## config.mk

```make
export PLATFORM = sky130hd
export DESIGN_NAME = cke_power_ctl
export DESIGN_NICKNAME = d
export VERILOG_FILES = /design/src/rtl/cke_pkg.sv /design/src/rtl/cke_dp.sv /design/src/rtl/cke_ctl.sv /design/src/rtl/cke_power_ctl.sv
export SDC_FILE = /design/constraint.sdc
export NUM_CORES = 1
export LEC_CHECK = 0
export BUFFER_PORTS_ARGS = -buffer_cell sky130_fd_sc_hd__buf_2
export CAP_MARGIN = 10
export CELL_PAD_IN_SITES_DETAIL_PLACEMENT = 0
export CELL_PAD_IN_SITES_GLOBAL_PLACEMENT = 1
export CORE_MARGIN = 1
export CORE_UTILIZATION = 38
export DETAILED_ROUTE_END_ITERATION = 10
export MAX_ROUTING_LAYER = met4
export PLACE_DENSITY = 0.82
export SLEW_MARGIN = 20
export SYNTH_ARGS = -nofsm -noshare
export SYNTH_HDL_FRONTEND = slang
export SYNTH_SLANG_ARGS = --single-unit
```

## constraint.sdc

```tcl
create_clock -name clk -period 2.5 [get_ports clk]
set_input_delay 0 -clock clk [delete_from_list [all_inputs] [get_ports clk]]
set_output_delay 0 -clock clk [all_outputs]
set_load 0.03 [all_outputs]
```

## src/rtl/cke_pkg.sv

```systemverilog
package cke_pkg;

  typedef enum logic [2:0] {
    PS_NORMAL  = 3'd0,
    PS_SELFREF = 3'd1,
    PS_SREXIT  = 3'd2,
    PS_PWRDN   = 3'd3,
    PS_SUSPEND = 3'd4
  } pwrState_e;

  typedef enum logic [2:0] {
    CMD_NOP   = 3'd0,
    CMD_DESEL = 3'd1,
    CMD_ACT   = 3'd2,
    CMD_READ  = 3'd3,
    CMD_WRITE = 3'd4,
    CMD_PRE   = 3'd5,
    CMD_REF   = 3'd6,
    CMD_MODE  = 3'd7
  } cmd_e;

  // strobes from control to datapath
  typedef struct packed {
    logic loadWait;
    logic stepWait;
  } waitStrobe_t;

  // conditions from datapath to control
  typedef struct packed {
    logic ckeFall;
    logic ckeRise;
    logic cmdIdleLike;
    logic cmdRefresh;
    logic waitDone;
  } dpStatus_t;

endpackage

```

## src/rtl/cke_dp.sv

```systemverilog
module cke_dp
  import cke_pkg::*;
#(
  parameter int TRC_W = 8
) (
  input  logic             clk,
  input  logic             rstN,
  input  logic             cke,
  input  logic [2:0]       cmdCode,
  input  logic [TRC_W-1:0] trcCycles,
  input  waitStrobe_t      strobe,
  output dpStatus_t        status
);

  localparam logic [TRC_W-1:0] ONE = TRC_W'(1);

  logic             ckePrev;
  logic [TRC_W-1:0] waitCnt;

  always_ff @(posedge clk) begin
    if (!rstN) ckePrev <= 1'b1;
    else       ckePrev <= cke;
  end

  always_ff @(posedge clk) begin
    if (!rstN)                          waitCnt <= '0;
    else if (strobe.loadWait)           waitCnt <= trcCycles;
    else if (strobe.stepWait && waitCnt > ONE) waitCnt <= waitCnt - ONE;
  end

  always_comb begin
    status.ckeFall     = ckePrev & ~cke;
    status.ckeRise     = ~ckePrev & cke;
    status.cmdIdleLike = (cmdCode == CMD_NOP) || (cmdCode == CMD_DESEL);
    status.cmdRefresh  = (cmdCode == CMD_REF);
    status.waitDone    = (waitCnt <= ONE);
  end

  // the recovery counter takes the programmed length on load
  a_r7_wait_load: assert property (@(posedge clk) disable iff (!rstN)
    strobe.loadWait |=> waitCnt == $past(trcCycles));

  // during the wait the counter only steps down by one
  a_r9_wait_step: assert property (@(posedge clk) disable iff (!rstN)
    (strobe.stepWait && !strobe.loadWait && waitCnt > ONE) |=> waitCnt == $past(waitCnt) - ONE);

endmodule

```

## src/rtl/cke_ctl.sv

```systemverilog
module cke_ctl
  import cke_pkg::*;
(
  input  logic        clk,
  input  logic        rstN,
  input  logic        allBanksIdle,
  input  dpStatus_t   status,
  output waitStrobe_t strobe,
  output pwrState_e   stateQ,
  output logic        illegalQ
);

  pwrState_e stateD;
  logic      illegalD;

  always_comb begin
    stateD          = stateQ;
    illegalD        = 1'b0;
    strobe.loadWait = 1'b0;
    strobe.stepWait = 1'b0;
    unique case (stateQ)
      PS_NORMAL: begin
        if (status.ckeFall) begin
          if (!allBanksIdle)            stateD = PS_SUSPEND;
          else if (status.cmdRefresh)   stateD = PS_SELFREF;
          else if (status.cmdIdleLike)  stateD = PS_PWRDN;
          else                          illegalD = 1'b1;
        end
      end
      PS_SELFREF: begin
        if (status.ckeRise) begin
          if (status.cmdIdleLike) begin
            stateD          = PS_SREXIT;
            strobe.loadWait = 1'b1;
          end else begin
            illegalD = 1'b1;
          end
        end
      end
      PS_SREXIT: begin
        strobe.stepWait = 1'b1;
        if (!status.cmdIdleLike) illegalD = 1'b1;
        if (status.waitDone)     stateD = PS_NORMAL;
      end
      PS_PWRDN: begin
        if (status.ckeRise) stateD = PS_NORMAL;
      end
      PS_SUSPEND: begin
        if (status.ckeRise) stateD = PS_NORMAL;
      end
      default: stateD = PS_NORMAL;
    endcase
  end

  always_ff @(posedge clk) begin
    if (!rstN) begin
      stateQ   <= PS_NORMAL;
      illegalQ <= 1'b0;
    end else begin
      stateQ   <= stateD;
      illegalQ <= illegalD;
    end
  end

  // refresh with clock-enable falling while idle enters self-refresh
  a_r2_selfref_entry: assert property (@(posedge clk) disable iff (!rstN)
    (stateQ == PS_NORMAL && status.ckeFall && allBanksIdle && status.cmdRefresh)
      |=> stateQ == PS_SELFREF);

  // NOP/deselect with falling edge while idle enters power-down
  a_r3_pwrdn_entry: assert property (@(posedge clk) disable iff (!rstN)
    (stateQ == PS_NORMAL && status.ckeFall && allBanksIdle && status.cmdIdleLike)
      |=> stateQ == PS_PWRDN);

  // falling edge with open banks suspends the clock
  a_r5_suspend_entry: assert property (@(posedge clk) disable iff (!rstN)
    (stateQ == PS_NORMAL && status.ckeFall && !allBanksIdle) |=> stateQ == PS_SUSPEND);

  // rising edge leaves power-down
  a_r6_pwrdn_exit: assert property (@(posedge clk) disable iff (!rstN)
    (stateQ == PS_PWRDN && status.ckeRise) |=> stateQ == PS_NORMAL);

  // self-refresh is left only through the recovery wait
  a_r7_no_skip: assert property (@(posedge clk) disable iff (!rstN)
    stateQ == PS_SELFREF |=> (stateQ == PS_SELFREF || stateQ == PS_SREXIT));

  // a disallowed exit command keeps self-refresh
  a_r8_bad_exit: assert property (@(posedge clk) disable iff (!rstN)
    (stateQ == PS_SELFREF && status.ckeRise && !status.cmdIdleLike)
      |=> (stateQ == PS_SELFREF && illegalQ));

  // illegal pulse only follows states that can flag it
  a_r4_illegal_origin: assert property (@(posedge clk) disable iff (!rstN)
    $rose(illegalQ) |-> ($past(stateQ) == PS_NORMAL || $past(stateQ) == PS_SELFREF
                         || $past(stateQ) == PS_SREXIT));

endmodule

```

## src/rtl/cke_power_ctl.sv

```systemverilog
module cke_power_ctl
  import cke_pkg::*;
#(
  parameter int TRC_W = 8
) (
  input  logic             clk,
  input  logic             rstN,
  input  logic             cke,
  input  logic [2:0]       cmdCode,
  input  logic             allBanksIdle,
  input  logic [TRC_W-1:0] trcCycles,
  output logic [2:0]       pwrState,
  output logic             inputsIgnored,
  output logic             illegalTrans
);

  waitStrobe_t strobe;
  dpStatus_t   status;
  pwrState_e   stateQ;

  cke_dp #(.TRC_W(TRC_W)) u_dp (
    .clk       (clk),
    .rstN      (rstN),
    .cke       (cke),
    .cmdCode   (cmdCode),
    .trcCycles (trcCycles),
    .strobe    (strobe),
    .status    (status)
  );

  cke_ctl u_ctl (
    .clk          (clk),
    .rstN         (rstN),
    .allBanksIdle (allBanksIdle),
    .status       (status),
    .strobe       (strobe),
    .stateQ       (stateQ),
    .illegalQ     (illegalTrans)
  );

  assign pwrState      = stateQ;
  assign inputsIgnored = (stateQ == PS_SELFREF) || (stateQ == PS_PWRDN)
                      || (stateQ == PS_SUSPEND);

  // no ignoring of inputs outside the three low-power states
  a_r10_ignore_states: assert property (@(posedge clk) disable iff (!rstN)
    inputsIgnored |-> (pwrState != 3'd0 && pwrState != 3'd2));

  // the state code never leaves the defined set
  a_r1_state_range: assert property (@(posedge clk) disable iff (!rstN)
    pwrState <= 3'd4);

endmodule

```

; ---- After elaboration in Yosys (flattened, before gate mapping)
; Index checks and enable logic that the tools add are counted.
[totals]
n_memories = 0
latchBits = 0
out_inout_bits = 5
reg_bits = 13
ramBits = 0
elab_cells = 53
input_bits = 15
mem_bits_ro = 0
[op_classes]
order_cmp = 2
n_shift = 0
n_reduce_logical = 9
div_mod_pow = 0
n_eq_ne = 12
n_addsub = 1
muxes = 21
mul = 0
n_bitwise = 4
[op_table]
columns = cell, n
row1 = $mux W3, 8
row2 = $mux W8, 2
row3 = $pmux W3 S4, 1
row4 = $mux W1, 9
row5 = $gt A8 B1 Y1 const B, 1
row6 = $le A8 B1 Y1 const B, 1
row7 = $ne A2 B2 Y1 const B, 4
row8 = $sub A8 B1 Y8 const B, 1
row9 = $eq A3 B1 Y1 const B, 2
row10 = $eq A3 B2 Y1 const B, 2
row11 = $eq A3 B3 Y1 const B, 2
row12 = $logic_not A3 Y1, 2
row13 = $reduce_and A6 Y1, 1
row14 = $ne A4 B4 Y1 const B, 1
row15 = $logic_or A1 B1 Y1, 3
row16 = $pmux W1 S3, 1
row17 = $and A1 B1 Y1, 2
row18 = $ne A2 B1 Y1 const B, 1
row19 = $not A1 Y1, 2
row20 = $reduce_bool A2 Y1, 1
row21 = $reduce_or A2 Y1, 1
row22 = $logic_and A1 B1 Y1, 1

; ---- Logic depth before layout (Yosys ltp)
[logic_depth]
depth_word = 7
ltp_mapped = 7
ltp_nobuf = 6

; ---- Cells and area by module
; A second synthesis with hierarchy kept.
[hier_totals]
hier_cells = 101
hier_area_um2 = 907.1
[modules_own_cells]
columns = module, n_inst, seq_area_each_um2, area_each_um2, cells_each
row1 = cke_dp, 1, 180.2, 591.8, 64
row2 = cke_ctl, 1, 80.1, 296.5, 35
row3 = cke_power_ctl, 1, 0.0, 18.8, 2

; ---- Worst setup path before layout
; Ideal clock, no wire load.
[synth_path]
path_type = flip-flop to flip-flop
from = reg u_ctl.stateQ[0]
to = reg u_dp.waitCnt[3]
arrival_time_ns = 1.643
setup_slack_ns = 0.736
stages_incl_launch_ff = 7
period_less_slack_ns = 1.764
path_buffers = 2
t_required_ns = 2.378
setup_ns = 0.122
cell_sequence = dfxtp_1 > buf_4 > nor3b_1 > nand3_1 > clkbuf_1 > o221ai_1 > a21oi_1
[synth_via]
elab_chain_len = 4
word_cells_on_any_way = 7
cone_classes = 2 x eq/ne / 3 x mux / 2 x reduce/logical
[synth_lines]
columns = item, line
row1 = start: declaration, cke_ctl.sv:9  ; output pwrState_e stateQ,
row2 = start signal: assignment, cke_ctl.sv:60  ; stateQ <= stateD;
row3 = $eq A3 B2 Y1, cke_ctl.sv:21  ; unique case (stateQ)
row4 = $mux W1, cke_ctl.sv:21
row5 = $logic_and A1 B1 Y1, cke_dp.sv:28  ; else if (strobe.stepWait && waitCnt > ONE) waitCnt <= waitCnt - ONE;
row6 = $reduce_bool A2 Y1 (no source line), -
row7 = end signal: assignment, cke_dp.sv:27  ; else if (strobe.loadWait) waitCnt <= trcCycles;
row8 = end signal: assignment, cke_dp.sv:28
row9 = end: declaration, cke_dp.sv:18  ; logic [TRC_W-1:0] waitCnt;
; Several ways; a longest one is shown, not always the timed one.
; A chain may end at the register's enable or synchronous reset.

; ---- Final worst setup path
[layout_path]
from = reg u_dp.waitCnt[5]
to = reg u_dp.waitCnt[1]
[layout_via]
elab_chain_len = 3
[layout_lines]
columns = item, line
row1 = $gt A8 B1 Y1, cke_dp.sv:28
row2 = $logic_and A1 B1 Y1, cke_dp.sv:28
row3 = $reduce_bool A2 Y1 (no source line), -
; No other way between the ends.

==> run metrics <==
GRT Overall Usage=0.1856; placed cell area=949.7 um2; status=complete, no violations; worst r2r path cells=4; DP Cell Count=137; Max-Cap Viols=0; # IOs=20; Std-Cell Rows=16; grt total ovfl=0; vias in the first global route=approximately 780; r2r setup slk=~490 ps; Clock Pin Slew Worst Setup and Hold Paths=roughly 80 ps; clock buffer depth=2; post-CTS setup buffer count=0; Primary FF master, synth=dfxtp_1; Final Non-Filler Cells=around 150; Rel. slew slack=0.5684; CP required=between 2000 and 3000 ps; crit path cell chain=or3_1, o31ai_2, mux2_1, o31ai_1; commonest cells after routing, fill and taps aside=19 x buf_2, 13 x dfxtp_1, 7 x nor2_1, 7 x nand2_1; ant diodes=0; unique cell type count in the Yosys netlist=46; Slowest cell on crit path=o31ai_2; Achievable Freq=496.3 MHz; Global Route met1 Usage=0.2245; TNS Setup=0 ps; Cells after Synth=between 90 and 100; TritonCTS clock tree=done; worst-skew pair later-pin latency=270 ps; Worst VDD drop=about 0.27 mV; hold path cells=3; Pwr per Cell Area=492.8 nW/um2; most common cell after layout, fill and taps aside=buf_2; unrepaired setup endpoints after global routing=false; final instance area=between 1000 and 1500 um2; Lkg Pwr=approximately 0.4 nW; area occupied by multi-input gates=530.5 um2; slew at the pin closest to its max-slew limit=~640 ps; layout cells sized above 1=0.2712; wire per inst=13.27 um; Worst R2R Start=u_dp.waitCnt[5]$_SDFFE_PN0P_; syn nets=between 100 and 150; fin util=0.5025; Seq cells post-synth=13; detailed-route via count=approximately 830; H-tree lvl count=1; Post-synth EDFFs=0; Setup CP Type=register to register; CTS Sinks=13; FF+latch area=260.3 um2; CTS Buf Count=3; critical path endpoint category=register; sequential element share of the synthesized area=0.3109; sum of buffers and inverters on the critical path=0; ANT nets after route=0; Worst EP arrival=2210 ps; die width=48.94 um; Filler cells=around 210; Hold Path Origin=trcCycles[2]; Hold WC Path Type=primary input to register; Cell Area, Synth=between 800 and 900 um2; # setup viols final=0; DR pass1 iterations=4; skew final=1.172 ps; Tcrit/Tclk final=0.8060; asr flop ratio synth=0; first-pass GRT wire length=between 3000 and 4000 um; total die area=between 2000 and 2500 um2; reg2reg end=u_dp.waitCnt[1]$_SDFFE_PN0P_; pin count of the biggest net entering global routing=13; antenna violations before repair=0; drt total wl=between 1500 and 2000 um; IO buf count=19; crit start category=register; Root Buffer=clkbuf_4; Final Wtd Congestion=0.8057; CP max stage delay=approximately 560 ps; post-DP HPWL=1373 um; CP Max Fanout=8; Ys Warns=0; Die Ht=a little under 50 um; Hold Vio Cnt, Final=0; Final Critical Period=2015 ps; Hold Path Sink=u_dp.waitCnt[2]$_SDFFE_PN0P_; Syn-to-layout area delta=21.37%; # nets final=approximately 140; mean post-synth cell area=between 8 and 9 um2; Slew Viols, Final=0; Vias/cell=5.738; GR Util met2=0.2824; Top delay family on crit path=compound AO/OA/AOI/OAI gates; met3 Use GR=0.03115; Initial DRC Count=7; Core ar.=just over 2000 um2; gr busiest metal=met2; initial core utilization=0.4140; Overall Power=around 0.5 mW; DRC viols=0
[state kept, by name, indices dropped and copies added (netlist names)]
| name | cells |
|---|---|
| u_dp.waitCnt | 8 |
| u_ctl.illegalQ | 1 |
| u_ctl.stateQ | 3 |
| u_dp.ckePrev | 1 |
[metrics by stage]
step | worst slack (ps) | hold slack [ps]
2_1_floorplan | 735.6 | 101.5
3_3_place_gp | 558.2 | 230.4
3_5_place_dp | 505.7 | 234.8
4_1_cts | 490.5 | 3.495
5_1_grt | 341.3 | 8.450
6_report | 485.1 | 4.868
[synth_stat cells (2+ instances only)]
cell type | number | area share
ha_1 | 2 | 0.030
a21oi_1 | 4 | 0.024
nor2_1 | 7 | 0.031
or4b_1 | 2 | 0.024
o31ai_1 | 3 | 0.027
nand2_1 | 7 | 0.031
nand3b_1 | 3 | 0.027
dfxtp_1 | 13 | 0.31
or4_1 | 2 | 0.018
a31oi_1 | 4 | 0.030
or3_1 | 2 | 0.015
inv_1 | 4 | 0.018
o21ai_0 | 2 | 0.012
mux2i_1 | 4 | 0.048
clkbuf_1 | 2 | 0.0090
nand3_1 | 3 | 0.018
[cell families (layout without fill, tap and decap cells)]
kind of cell	after synthesis	count (layout)	share of synthesized area
xor+xnor	1	1	0.01047
flops	13	13	0.3109
compound gates	25	25	0.2377
buf+inv	9	33	0.05530
mux	6	6	0.07474
simple gates	38	38	0.2810
fa+ha+maj	2	2	0.02989
[layout make-up]
type                       instances  share of cell area
clock buffer                       4             0.02586
inverter                           4             0.01478
multi-input combinational         72              0.5222
sequential                        13              0.2562
tap                               27             0.03325
timing repair buffer              25              0.1478
[worst min-delay path: cells and delay by family]
| kind | cells | cell delay (ps) |
|---|---|---|
| buf+inv | 1 | 90 |
| simple gates | 1 | 90 |
| compound gates | 1 | 50 |
[what timing repair did]
action / in CTS / in global routing
gates resized for setup: 0 / 0
hold buffers: 4 / 0
hold endpoints to repair: 3 / 0
[power breakdown]
part | internal, mW | leakage [nW] | switching (mW)
clock network | 0.0618 | 0.0150 | 0.0700
registers | 0.216 | 0.105 | 0.0222
logic | 0.0583 | 0.274 | 0.0720
[how the worst max path moves through the flow]
stage / start / slack (ps) / cells after the start / endpoint
after floorplan: u_ctl.stateQ[0]$_SDFFE_PN0P_ / 740 / 6 / u_dp.waitCnt[3]$_SDFFE_PN0P_
after global placement: u_dp.waitCnt[2]$_SDFFE_PN0P_ / 560 / 4 / u_dp.waitCnt[1]$_SDFFE_PN0P_
after detailed placement: u_dp.waitCnt[5]$_SDFFE_PN0P_ / 510 / 4 / u_dp.waitCnt[1]$_SDFFE_PN0P_
after CTS: u_dp.waitCnt[5]$_SDFFE_PN0P_ / 490 / 4 / u_dp.waitCnt[1]$_SDFFE_PN0P_
after global routing: u_ctl.stateQ[0]$_SDFFE_PN0P_ / 340 / 4 / u_dp.waitCnt[6]$_SDFFE_PN0P_
final: u_dp.waitCnt[5]$_SDFFE_PN0P_ / 490 / 4 / u_dp.waitCnt[1]$_SDFFE_PN0P_
[per-layer routing]
layer,wire (um),vias to the layer above
li1,-,415
met1,921,392
met2,891,19
met3,58,6
met4,53,0
met5,0,-
(Power assumes the default switching activity.)
